--- src/rtl/potcal_pkg.sv ---
package potcal_pkg;
    localparam int CW_W      = 16;
    localparam int BIT_LOAD  = 15;
    localparam int BIT_RELD  = 14;
    localparam int BIT_KEEP  = 13;

    typedef enum logic [1:0] {
        ST_IDLE = 2'd0,
        ST_FETCH = 2'd1,
        ST_ISSUE = 2'd2
    } seq_state_t;

    typedef enum logic [1:0] {
        CMD_RANGE = 2'd0,
        CMD_LOAD  = 2'd1,
        CMD_KEEP  = 2'd2
    } cmd_kind_t;

    localparam logic OP_WIPER = 1'b0;
    localparam logic OP_STORE = 1'b1;
endpackage

--- src/rtl/potcal_range_watch.sv ---
module potcal_range_watch #(
    parameter int RANGE_W = 2
) (
    input  logic               clk,
    input  logic               rst_n,
    input  logic [RANGE_W-1:0] range_sel,
    output logic               range_chg
);
    logic [RANGE_W-1:0] range_q;

    always_ff @(posedge clk or negedge rst_n) begin
        if (!rst_n) range_q <= '0;
        else        range_q <= range_sel;
    end

    assign range_chg = (range_q != range_sel);
endmodule

--- src/rtl/potcal_regfile.sv ---
module potcal_regfile
    import potcal_pkg::*;
#(
    parameter int                WIPER_W = 10,
    parameter int                NRANGE  = 4,
    parameter int                ADDR_W  = 5,
    parameter logic [ADDR_W-1:0] BASE    = 5'h10,
    parameter int                IDX_W   = $clog2(NRANGE)
) (
    input  logic                            clk,
    input  logic                            rst_n,
    input  logic                            wr_en,
    input  logic [ADDR_W-1:0]               addr,
    input  logic [CW_W-1:0]                 wdata,
    output logic [CW_W-1:0]                 rdata,
    input  logic                            load_clr,
    input  logic                            reld_clr,
    input  logic                            keep_clr,
    input  logic                            cal_we,
    input  logic [IDX_W-1:0]                cal_idx,
    input  logic [WIPER_W-1:0]              cal_din,
    output logic                            load_q,
    output logic                            reld_q,
    output logic                            keep_q,
    output logic [WIPER_W-1:0]              wiper_q,
    output logic [NRANGE-1:0][WIPER_W-1:0]  cal_q
);
    localparam int SPARE_LO = WIPER_W;
    localparam int SPARE_W  = BIT_KEEP - WIPER_W;

    logic                ctl_hit;
    logic [SPARE_W-1:0]  spare_q;

    assign ctl_hit = wr_en && (addr == BASE);

    always_ff @(posedge clk or negedge rst_n) begin
        if (!rst_n) begin
            load_q  <= 1'b0;
            reld_q  <= 1'b1;
            keep_q  <= 1'b0;
            wiper_q <= '0;
            spare_q <= '0;
        end else begin
            load_q <= (load_q & ~load_clr) | (ctl_hit & wdata[BIT_LOAD]);
            reld_q <= (reld_q & ~reld_clr) | (ctl_hit & wdata[BIT_RELD]);
            keep_q <= (keep_q & ~keep_clr) | (ctl_hit & wdata[BIT_KEEP]);
            if (ctl_hit) begin
                wiper_q <= wdata[WIPER_W-1:0];
                spare_q <= wdata[SPARE_LO +: SPARE_W];
            end
        end
    end

    for (genvar k = 0; k < NRANGE; k++) begin : g_cal
        always_ff @(posedge clk or negedge rst_n) begin
            if (!rst_n)                                  cal_q[k] <= '0;
            else if (cal_we && cal_idx == IDX_W'(k))     cal_q[k] <= cal_din;
        end
    end

    always_comb begin
        rdata = '0;
        if (addr == BASE) begin
            rdata[BIT_LOAD]              = load_q;
            rdata[BIT_RELD]              = reld_q;
            rdata[BIT_KEEP]              = keep_q;
            rdata[SPARE_LO +: SPARE_W]   = spare_q;
            rdata[WIPER_W-1:0]           = wiper_q;
        end
        for (int k = 0; k < NRANGE; k++) begin
            if (addr == ADDR_W'(int'(BASE) + 1 + k))
                rdata[WIPER_W-1:0] = cal_q[k];
        end
    end
endmodule

--- src/rtl/potcal_seq.sv ---
module potcal_seq
    import potcal_pkg::*;
#(
    parameter int WIPER_W = 10,
    parameter int NRANGE  = 4,
    parameter int IDX_W   = $clog2(NRANGE)
) (
    input  logic                            clk,
    input  logic                            rst_n,
    input  logic                            load_q,
    input  logic                            reld_q,
    input  logic                            keep_q,
    input  logic [WIPER_W-1:0]              wiper_q,
    input  logic [NRANGE-1:0][WIPER_W-1:0]  cal_q,
    input  logic [IDX_W-1:0]                range_sel,
    input  logic                            range_chg,
    output logic                            nv_req,
    output logic [IDX_W-1:0]                nv_idx,
    input  logic                            nv_ack,
    input  logic [WIPER_W-1:0]              nv_data,
    output logic                            pot_req,
    output logic                            pot_op,
    output logic [WIPER_W-1:0]              pot_wdata,
    input  logic                            pot_ack,
    output logic                            load_clr,
    output logic                            reld_clr,
    output logic                            keep_clr,
    output logic                            cal_we,
    output logic [IDX_W-1:0]                cal_idx,
    output logic [WIPER_W-1:0]              cal_din
);
    localparam logic [IDX_W-1:0] LAST_IDX = IDX_W'(NRANGE - 1);

    seq_state_t          state_q, state_d;
    cmd_kind_t           kind_q;
    logic [IDX_W-1:0]    idx_q;
    logic [WIPER_W-1:0]  data_q;
    logic                range_pend_q;

    logic fetch_last;
    logic pick_reload, pick_range, pick_load, pick_keep;

    assign fetch_last  = (state_q == ST_FETCH) && nv_ack && (idx_q == LAST_IDX);
    assign pick_reload = (state_q == ST_IDLE) && reld_q;
    assign pick_range  = (state_q == ST_IDLE) && !reld_q && range_pend_q;
    assign pick_load   = (state_q == ST_IDLE) && !reld_q && !range_pend_q && load_q;
    assign pick_keep   = (state_q == ST_IDLE) && !reld_q && !range_pend_q && !load_q && keep_q;

    // state register
    always_ff @(posedge clk or negedge rst_n) begin
        if (!rst_n) state_q <= ST_IDLE;
        else        state_q <= state_d;
    end

    // next state
    always_comb begin
        state_d = state_q;
        unique case (state_q)
            ST_IDLE: begin
                if (pick_reload)                                 state_d = ST_FETCH;
                else if (pick_range || pick_load || pick_keep)   state_d = ST_ISSUE;
            end
            ST_FETCH: if (fetch_last) state_d = ST_IDLE;
            ST_ISSUE: if (pot_ack)    state_d = ST_IDLE;
            default:                  state_d = ST_IDLE;
        endcase
    end

    // command registers
    always_ff @(posedge clk or negedge rst_n) begin
        if (!rst_n) begin
            kind_q       <= CMD_RANGE;
            idx_q        <= '0;
            data_q       <= '0;
            range_pend_q <= 1'b0;
        end else begin
            if (pick_reload) idx_q <= '0;
            else if (state_q == ST_FETCH && nv_ack) idx_q <= idx_q + 1'b1;

            if (pick_range) begin
                kind_q <= CMD_RANGE;
                data_q <= cal_q[range_sel];
            end else if (pick_load) begin
                kind_q <= CMD_LOAD;
                data_q <= wiper_q;
            end else if (pick_keep) begin
                kind_q <= CMD_KEEP;
            end

            range_pend_q <= (range_pend_q & ~pick_range) | range_chg | fetch_last;
        end
    end

    // outputs
    always_comb begin
        nv_req    = (state_q == ST_FETCH);
        nv_idx    = idx_q;
        pot_req   = (state_q == ST_ISSUE);
        pot_op    = (kind_q == CMD_KEEP) ? OP_STORE : OP_WIPER;
        pot_wdata = data_q;
        cal_we    = (state_q == ST_FETCH) && nv_ack;
        cal_idx   = idx_q;
        cal_din   = nv_data;
        reld_clr  = fetch_last;
        load_clr  = (state_q == ST_ISSUE) && pot_ack && (kind_q == CMD_LOAD);
        keep_clr  = (state_q == ST_ISSUE) && pot_ack && (kind_q == CMD_KEEP);
    end
endmodule

--- src/rtl/potcal_ctrl.sv ---
module potcal_ctrl
    import potcal_pkg::*;
#(
    parameter int WIPER_W = 10,
    parameter int NRANGE  = 4,
    parameter int ADDR_W  = 5,
    parameter int RANGE_W = $clog2(NRANGE)
) (
    input  logic               clk,
    input  logic               rst_n,
    input  logic               bus_we,
    input  logic [ADDR_W-1:0]  bus_addr,
    input  logic [15:0]        bus_wdata,
    output logic [15:0]        bus_rdata,
    input  logic [RANGE_W-1:0] range_sel,
    output logic               nv_req,
    output logic [RANGE_W-1:0] nv_idx,
    input  logic               nv_ack,
    input  logic [WIPER_W-1:0] nv_data,
    output logic               pot_req,
    output logic               pot_op,
    output logic [WIPER_W-1:0] pot_wdata,
    input  logic               pot_ack
);
    logic                           load_q, reld_q, keep_q;
    logic                           load_clr, reld_clr, keep_clr;
    logic [WIPER_W-1:0]             wiper_q;
    logic [NRANGE-1:0][WIPER_W-1:0] cal_q;
    logic                           cal_we;
    logic [RANGE_W-1:0]             cal_idx;
    logic [WIPER_W-1:0]             cal_din;
    logic                           range_chg;

    potcal_regfile #(
        .WIPER_W(WIPER_W), .NRANGE(NRANGE), .ADDR_W(ADDR_W),
        .BASE(ADDR_W'(16)), .IDX_W(RANGE_W)
    ) u_regs (
        .clk(clk), .rst_n(rst_n), .wr_en(bus_we), .addr(bus_addr),
        .wdata(bus_wdata), .rdata(bus_rdata),
        .load_clr(load_clr), .reld_clr(reld_clr), .keep_clr(keep_clr),
        .cal_we(cal_we), .cal_idx(cal_idx), .cal_din(cal_din),
        .load_q(load_q), .reld_q(reld_q), .keep_q(keep_q),
        .wiper_q(wiper_q), .cal_q(cal_q)
    );

    potcal_range_watch #(.RANGE_W(RANGE_W)) u_watch (
        .clk(clk), .rst_n(rst_n), .range_sel(range_sel), .range_chg(range_chg)
    );

    potcal_seq #(.WIPER_W(WIPER_W), .NRANGE(NRANGE), .IDX_W(RANGE_W)) u_seq (
        .clk(clk), .rst_n(rst_n),
        .load_q(load_q), .reld_q(reld_q), .keep_q(keep_q),
        .wiper_q(wiper_q), .cal_q(cal_q),
        .range_sel(range_sel), .range_chg(range_chg),
        .nv_req(nv_req), .nv_idx(nv_idx), .nv_ack(nv_ack), .nv_data(nv_data),
        .pot_req(pot_req), .pot_op(pot_op), .pot_wdata(pot_wdata), .pot_ack(pot_ack),
        .load_clr(load_clr), .reld_clr(reld_clr), .keep_clr(keep_clr),
        .cal_we(cal_we), .cal_idx(cal_idx), .cal_din(cal_din)
    );
endmodule

--- config.mk ---
export PLATFORM = sky130hd
export DESIGN_NAME = potcal_ctrl
export DESIGN_NICKNAME = d
export VERILOG_FILES = /design/src/rtl/potcal_pkg.sv /design/src/rtl/potcal_range_watch.sv /design/src/rtl/potcal_regfile.sv /design/src/rtl/potcal_seq.sv /design/src/rtl/potcal_ctrl.sv
export SDC_FILE = /design/constraint.sdc
export NUM_CORES = 1
export LEC_CHECK = 0
export BUFFER_PORTS_ARGS = -buffer_cell sky130_fd_sc_hd__buf_4
export CAP_MARGIN = 20
export CORE_MARGIN = 5
export CORE_UTILIZATION = 41
export CTS_CLUSTER_SIZE = 8
export DETAILED_ROUTE_END_ITERATION = 8
export PLACE_DENSITY = 0.67
export SLEW_MARGIN = 0
export SYNTH_ARGS = -nofsm -noshare
export SYNTH_HDL_FRONTEND = slang
export SYNTH_HIERARCHICAL = 1
export SYNTH_SLANG_ARGS = --single-unit
export TNS_END_PERCENT = 10
--- constraint.sdc ---
create_clock -name clk -period 2.9 [get_ports clk]
set_input_delay 0.145 -clock clk [delete_from_list [all_inputs] [get_ports clk]]
set_output_delay 0.145 -clock clk [all_outputs]
set_load 0.02 [all_outputs]
==> key figures, run 1 <==
Run status
  – Outcome: complete, no violations

Route
  – Drt first-iter violations: approximately 170
  – DRT Wirelength: 9770 um
  – ANT nets after route: 0
  – Via density: around 5.5
  – Total number of vias: approximately 2700
  – Wire length per cell: around 20 um
  – First-pass detailed-route iteration total: 5
  – DRC violations left: 0

Worst setup path
  – Worst-path cell chain: nor2b_1, and2_1, nand3_1, mux2_2
  – Worst Path Buf+Inv: 0
  – CP Capture Type: flop
  – RR Endpoint: u_regs/cal_q[35]
  – WS Path Type: reg2reg
  – Crit-path max FO: 10
  – FF-to-FF path depth: 4
  – Critical path launch point type: flop
  – Critical Path Slowest Stage Cell: dfrtp_1
  – CP Data Arrival Time: approximately 2.4 ns
  – Worst Path Required: about 3.1 ns
  – CP max stage delay: 0.53 ns
  – R2r startpoint: u_seq/state_q[0]
  – R2R Setup Slk: 0.78 ns
  – CP top delay family: simple AND/OR/NAND/NOR gates

Placed design
  – Setup WS pre-CTS: roughly 0.81 ns
  – Routability cong.: 0.785
  – Dpl hpwl: between 6000 and 7000 um
  – Buffers on Ports: 68
  – Placed Cells: 469
  – Post-DP Area: approximately 4500 um^2

Clocking
  – H-tree depth: 3
  – Later-pin clock latency in the skew report: 0.35 ns
  – Clk sinks: 75
  – CTS tree: built
  – Clock-pin slew on the worst setup and hold paths: 0.09 ns
  – CTS Root Cell: clkbuf_8
  – Clk buf depth: 2
  – CTS buffer count: 9
  – Post_cts resized: 0

STA
  – Final max-slew violation count: 0
  – Period utilisation layout: 0.731
  – Peak Freq: 472 MHz
  – Post-route minimum period: ~2.1 ns
  – Clk_skew: 0.0131 ns
  – Setup Viol. Count Final: 0
  – Hold slack: approximately 0.025 ns
  – Slew headroom: 0.374
  – Hold Fails Final Rpt: 0
  – Post-route setup TNS: 0 ns
  – Post-route setup slack: just under 0.8 ns
  – Slew of the pin with the lowest slew margin: 0.939 ns
  – RSZ-0062 raised after global routing: no

Global routing
  – Largest net degree at the start of global routing: 76
  – Vias in the first global route: around 2800
  – Total grt overflow: 0
  – Initial antenna violation count: 0
  – Global Route Usage Sum: 0.177
  – First-pass GRT wire length: 15500 um

Synthesis
  – Synth top area share: 0.473
  – Post-synth top area cell: dfrtp_1
  – Cells after synthesis: 293
  – Post-synthesis cell area: 3920 um^2
  – Syn nets: 332
  – Synth Register Bits: 75
  – Cell variety after synth: 45
  – Asr flop ratio synth: 1.00
  – Total of warnings raised by yosys: 6
  – Mean Syn Cell Area: about 13 um^2
  – Main synth FF type: dfrtp_1
  – Synth area leaders: dfrtp_1 47%, mux2_2 12%, mux4_2 10%, mux2_4 3.8%, buf_4 2.5%
  – Number of synthesized flops with an enable pin: 0
  – Sequential area share after synthesis: 0.479

Floorplanning
  – Number of I/O pins: 69
  – Initial Utilization: 0.422
  – Chip width: 108 um
  – Row cnt: 35
  – Floorplan core area: 9280 um^2
  – Area of the die: 11600 um^2
  – Chip Height: between 100 and 150 um

Finish
  – Design Area, Final: 4710 um^2
  – Diode count: 0
  – Layout Nets: 393
  – Area growth, synth to finish: 20.2%
  – Layout cells sized above 1: 0.465
  – Fin util: 0.507
  – Fin cells: 488
  – Commonest non-fill, non-tap cells in the layout: 74 x buf_4, 74 x dfrtp_1, 43 x mux2_2, 18 x mux4_2, 14 x nand3_1

Power and ir drop
  – Pwr Total: 4.29 mW
  – Lkg Pwr: 2.15 nW
  – Power Density: between 900 and 1000 nW/um^2
  – Worst vdd ir: roughly 470 uV

Worst hold path
  – Hold path depth: 2
  – Worst Hold Class: in2reg
  – Worst hold start: bus_wdata[3]
  – Hold endpoint: u_regs/wiper_q[3]

Flow run
  – Max-Cap Viols: 0
-- synthesized netlist by cell type, drive strengths merged, types with 2 or more instances --
cell type  count
a21oi          2
a22o          11
and2           9
and3           2
buf           20
clkbuf         7
dfrtp         74
inv            6
mux2          53
mux4          19
nand2         13
nand3         14
nand3b         2
nand4b        10
nor2           3
nor2b          8
nor3           2
nor3b          3
nor4b          2
o21ai         15
xnor2          2
-- registers in the layout, indices dropped and copies added, names as in the netlist --
| signal | flops |
|---|---|
| u_seq/state_q | 2 |
| u_regs/keep_q | 1 |
| u_regs/wiper_q | 10 |
| u_seq/range_pend_q | 1 |
| u_regs/reld_q | 1 |
| u_seq/kind_q | 2 |
| u_regs/load_q | 1 |
| u_regs/cal_q | 40 |
| u_watch/range_q | 2 |
| u_seq/pot_wdata | 10 |
| u_regs/spare_q | 3 |
| u_seq/cal_idx | 2 |
-- cell type report --
class | count | area, um^2
timing repair buffer | 77 | 586
multi-input combinational | 185 | 1840
inverter | 6 | 22.5
clock buffer | 9 | 124
sequential | 75 | 1880
fill | 850 | 4570
clock inverter | 7 | 100
tap | 129 | 161
-- logic make-up after synthesis --
logic type,after synthesis,share of synthesized area
compound gates,37,0.0639
xor+xnor,2,0.00447
fa+ha+maj,1,0.00319
buf+inv,33,0.0514
flops,75,0.479
mux,73,0.275
simple gates,72,0.123
-- layer usage --
layer / wire, um / track usage
met5: 0 / 0
met4: 59 / 0.0343
met3: 807 / 0.0462
met2: 4820 / 0.290
met1: 4090 / 0.239
-- repair_timing --
action / 4_1_cts / 5_1_grt
hold endpoints to repair: 75 / 1
hold buffers: 2 / 1
setup buffers: 0 / 0
-- power breakdown --
part | internal [mW] | switching [mW] | leakage [nW]
clock | 0.492 | 0.405 | 0.114
sequential | 1.49 | 0.374 | 0.913
combinational | 0.858 | 0.672 | 1.12
total | 2.84 | 1.45 | 2.15
-- how the worst max path moves through the flow --
| stage | cells past startpoint | slack [ns] | start | to |
|---|---|---|---|---|
| 6_report | 4 | 0.78 | u_seq/state_q[0] | u_regs/cal_q[35] |
| 5_1_grt | 4 | 0.62 | u_seq/state_q[0] | u_regs/cal_q[35] |
| 4_1_cts | 4 | 0.77 | u_seq/state_q[0] | u_regs/cal_q[35] |
| 3_5_place_dp | 4 | 0.81 | u_seq/state_q[0] | u_regs/cal_q[35] |
| 3_3_place_gp | 4 | 0.86 | u_seq/state_q[0] | u_regs/cal_q[31] |
| 2_1_floorplan | 6 | 0.98 | u_seq/state_q[0] | u_regs/cal_q[0] |
Note: power is estimated with default switching activity, not from simulation.
==> run 2, diff against run 1 <==
Settings changed: PLACE_DENSITY 0.67 to 0.69.
Clock period 2.9 ns to 1.8 ns, I/O delays scaled along.
==> key figures, run 2 (same netlist as run 1, synthesis figures left out) <==
Worst setup path
  – Worst Path Required: 1.71 ns (was 3.13 ns)
  – Worst-path cell chain: mux4_1, a22o_1, buf_4 (was nor2b_1, and2_1, nand3_1, mux2_2)
  – CP Data Arrival Time: 1.65 ns (was 2.35 ns)
  – Critical path launch point type: flop (unchanged)
  – Critical Path Slowest Stage Cell: mux4_1 (was dfrtp_1)
  – Crit-path max FO: 3 (was 10)
  – CP Capture Type: primary output (was flop)
  – CP max stage delay: 0.50 ns (was 0.53 ns)
  – WS Path Type: reg2out (was reg2reg)

Placed design
  – Placed Cells: 480 (was 469)
  – Routability cong.: 0.797 (was 0.785)
  – Buffers on Ports: 68 (unchanged)
  – Dpl hpwl: 6820 um (was 6600 um)
  – Post-DP Area: 4550 um^2 (was 4460 um^2)
  – Setup WS pre-CTS: 0.133 ns (was 0.808 ns)

Floorplanning
  – Row cnt: 35 (unchanged)
  – Area of the die: 11600 um^2 (unchanged)
  – Initial Utilization: 0.422 (unchanged)
  – Floorplan core area: 9280 um^2 (unchanged)
  – Chip width: 108 um (unchanged)
  – Number of I/O pins: 69 (unchanged)
  – Chip Height: 108 um (unchanged)

Route
  – Wire length per cell: 19.1 um (was 20.0 um)
  – Total number of vias: 2898 (was 2665)
  – Via density: 5.52 (was 5.46)
  – DRT Wirelength: 10000 um (was 9770 um)
  – First-pass detailed-route iteration total: 5 (unchanged)
  – DRC violations left: 0 (unchanged)
  – Drt first-iter violations: 174 (was 171)
  – ANT nets after route: 0 (unchanged)

STA
  – RSZ-0062 raised after global routing: no (unchanged)
  – Final max-slew violation count: 0 (unchanged)
  – Clk_skew: 0.00872 ns (was 0.0131 ns)
  – Peak Freq: 575 MHz
  – Slew of the pin with the lowest slew margin: 0.971 ns (was 0.939 ns)
  – Post-route setup TNS: 0 ns (unchanged)
  – Post-route setup slack: 0.0612 ns (was 0.780 ns)
  – Setup Viol. Count Final: 0 (unchanged)
  – Hold Fails Final Rpt: 0 (unchanged)
  – Slew headroom: 0.350 (was 0.374)
  – Period utilisation layout: 0.966
  – Post-route minimum period: between 1.5 and 2 ns

Clocking
  – Clk sinks: 75 (unchanged)
  – CTS tree: built (unchanged)
  – CTS buffer count: 9 (unchanged)
  – CTS Root Cell: clkbuf_8 (unchanged)
  – Later-pin clock latency in the skew report: 0.34 ns (was 0.35 ns)
  – Setup Buffers After CTS: 0 (unchanged)
  – Clk buf depth: 2 (unchanged)
  – Clock-pin slew on the worst setup and hold paths: 0.08 ns (was 0.09 ns)
  – H-tree depth: 3 (unchanged)

Finish
  – Fin util: 0.548 (was 0.507)
  – Layout Nets: 430 (was 393)
  – Most common cell after layout, fill and taps aside: buf_4
  – Layout cells sized above 1: 0.452 (was 0.465)
  – Fin cells: 525 (was 488)
  – Area growth, synth to finish: 29.9% (was 20.2%)
  – Biggest register: u_regs/cal_q (unchanged)
  – Commonest non-fill, non-tap cells in the layout: 84 x buf_4, 74 x dfrtp_1, 43 x mux2_2, 29 x dlygate4sd3_1, 18 x mux4_2 (was 74 x buf_4, 74 x dfrtp_1, 43 x mux2_2, 18 x mux4_2, 14 x nand3_1)
  – Diode count: 0 (unchanged)
  – Fill count: 805 (was 850)
  – Max reg flops: 40 (unchanged)
  – Design Area, Final: 5090 um^2 (was 4710 um^2)

Global routing
  – Global Route Usage Sum: 0.181 (was 0.177)
  – First-pass GRT wire length: 15900 um (was 15500 um)
  – Largest net degree at the start of global routing: 43 (was 76)
  – Total grt overflow: 0 (unchanged)
  – Initial antenna violation count: 0 (unchanged)
  – Vias in the first global route: 3004 (was 2764)

Run status
  – Outcome: complete, no violations (unchanged)

Flow run
  – Max-Cap Viols: 0 (unchanged)

Power and ir drop
  – Power Density: 1420 nW/um^2 (was 912 nW/um^2)
  – Lkg Pwr: 2.32 nW (was 2.15 nW)
  – Worst vdd ir: 514 uV (was 469 uV)

Worst hold path
  – Worst Hold Class: in2reg (unchanged)
run 2: changes by cell type in the layout (fill, tap and decap cells not counted):
cell	before	now
dlygate4sd3_1	3	29
clkinv_4	2	0
buf_4	74	84
clkbuf_1	0	1
nor2b_2	0	1
buf_12	0	1
nor3b_1	2	1
nor2b_1	8	7
bufinv_16	2	3
inv_6	2	0
clkinv_2	1	2
clkbuf_8	9	10
nor3b_2	1	2
run 2: metal layers:
layer / wire length [um] / GRT usage / share of wire / vias up
met2: 4860 / 0.288 / 0.49 / 141
met4: 186 / 0.0604 / 0.019 / 0
met3: 850 / 0.0510 / 0.085 / 17
met1: 4120 / 0.237 / 0.41 / 1458
met5: 0 / 0 / 0 / -
li1: - / - / - / 1282
run 2: final timing paths:
path,to,cells after the start,slack [ns],from
worst min register to register,u_regs/spare_q[0],1,0.51,u_regs/spare_q[0]
max in group asynchronous,u_regs/cal_q[20],3,0.97,rst_n
worst min-delay path,u_regs/cal_q[11],2,0.02,nv_data[1]
worst max register to register,u_seq/pot_wdata[4],3,0.13,u_seq/range_pend_q
worst max-delay path,bus_rdata[9],3,0.06,u_regs/wiper_q[9]
min in group asynchronous,u_regs/wiper_q[9],2,0.25,rst_n
run 2: repair_timing:
| action | CTS | global route |
|---|---|---|
| hold buffers | 29 | 0 |
| endpoints found under the setup margin | 0 | 2 |
| resized for setup | 0 | 1 |
| endpoints found under the hold margin | 80 | 0 |
run 2: critical path: cells and delay by family (launching register included):
family                 cells  cell delay (ns)
AOI/OAI and AO/OA          1             0.22
buffers and inverters      1             0.16
DFF                        1             0.43
muxes                      1             0.50
run 2: final cells by class:
type / count / area [um^2] / share of cell area
clock buffer: 11 / 141 / 0.0278
multi-input combinational: 185 / 1850 / 0.363
inverter: 6 / 22.5 / 0.00442
sequential: 75 / 1880 / 0.369
clock inverter: 5 / 100 / 0.0197
tap: 129 / 161 / 0.0317
timing repair buffer: 114 / 941 / 0.185
run 2: through the flow:
stage	total power [mW]	hold WS, ns
final	7.20	0.0166
after global placement	5.48	0.0764
after CTS	7.23	0.000207
after floorplan	4.68	-0.206
after detailed placement	5.58	0.0766
after global routing	7.61	0.0130
run 2: power by group:
| part | total [mW] | leakage (nW) | switching (mW) | internal (mW) |
|---|---|---|---|---|
| clock | 1.58 | 0.123 | 0.620 | 0.955 |
| combinational | 2.65 | 1.29 | 1.15 | 1.50 |
| sequential | 2.98 | 0.913 | 0.570 | 2.41 |
| total | 7.20 | 2.32 | 2.34 | 4.86 |
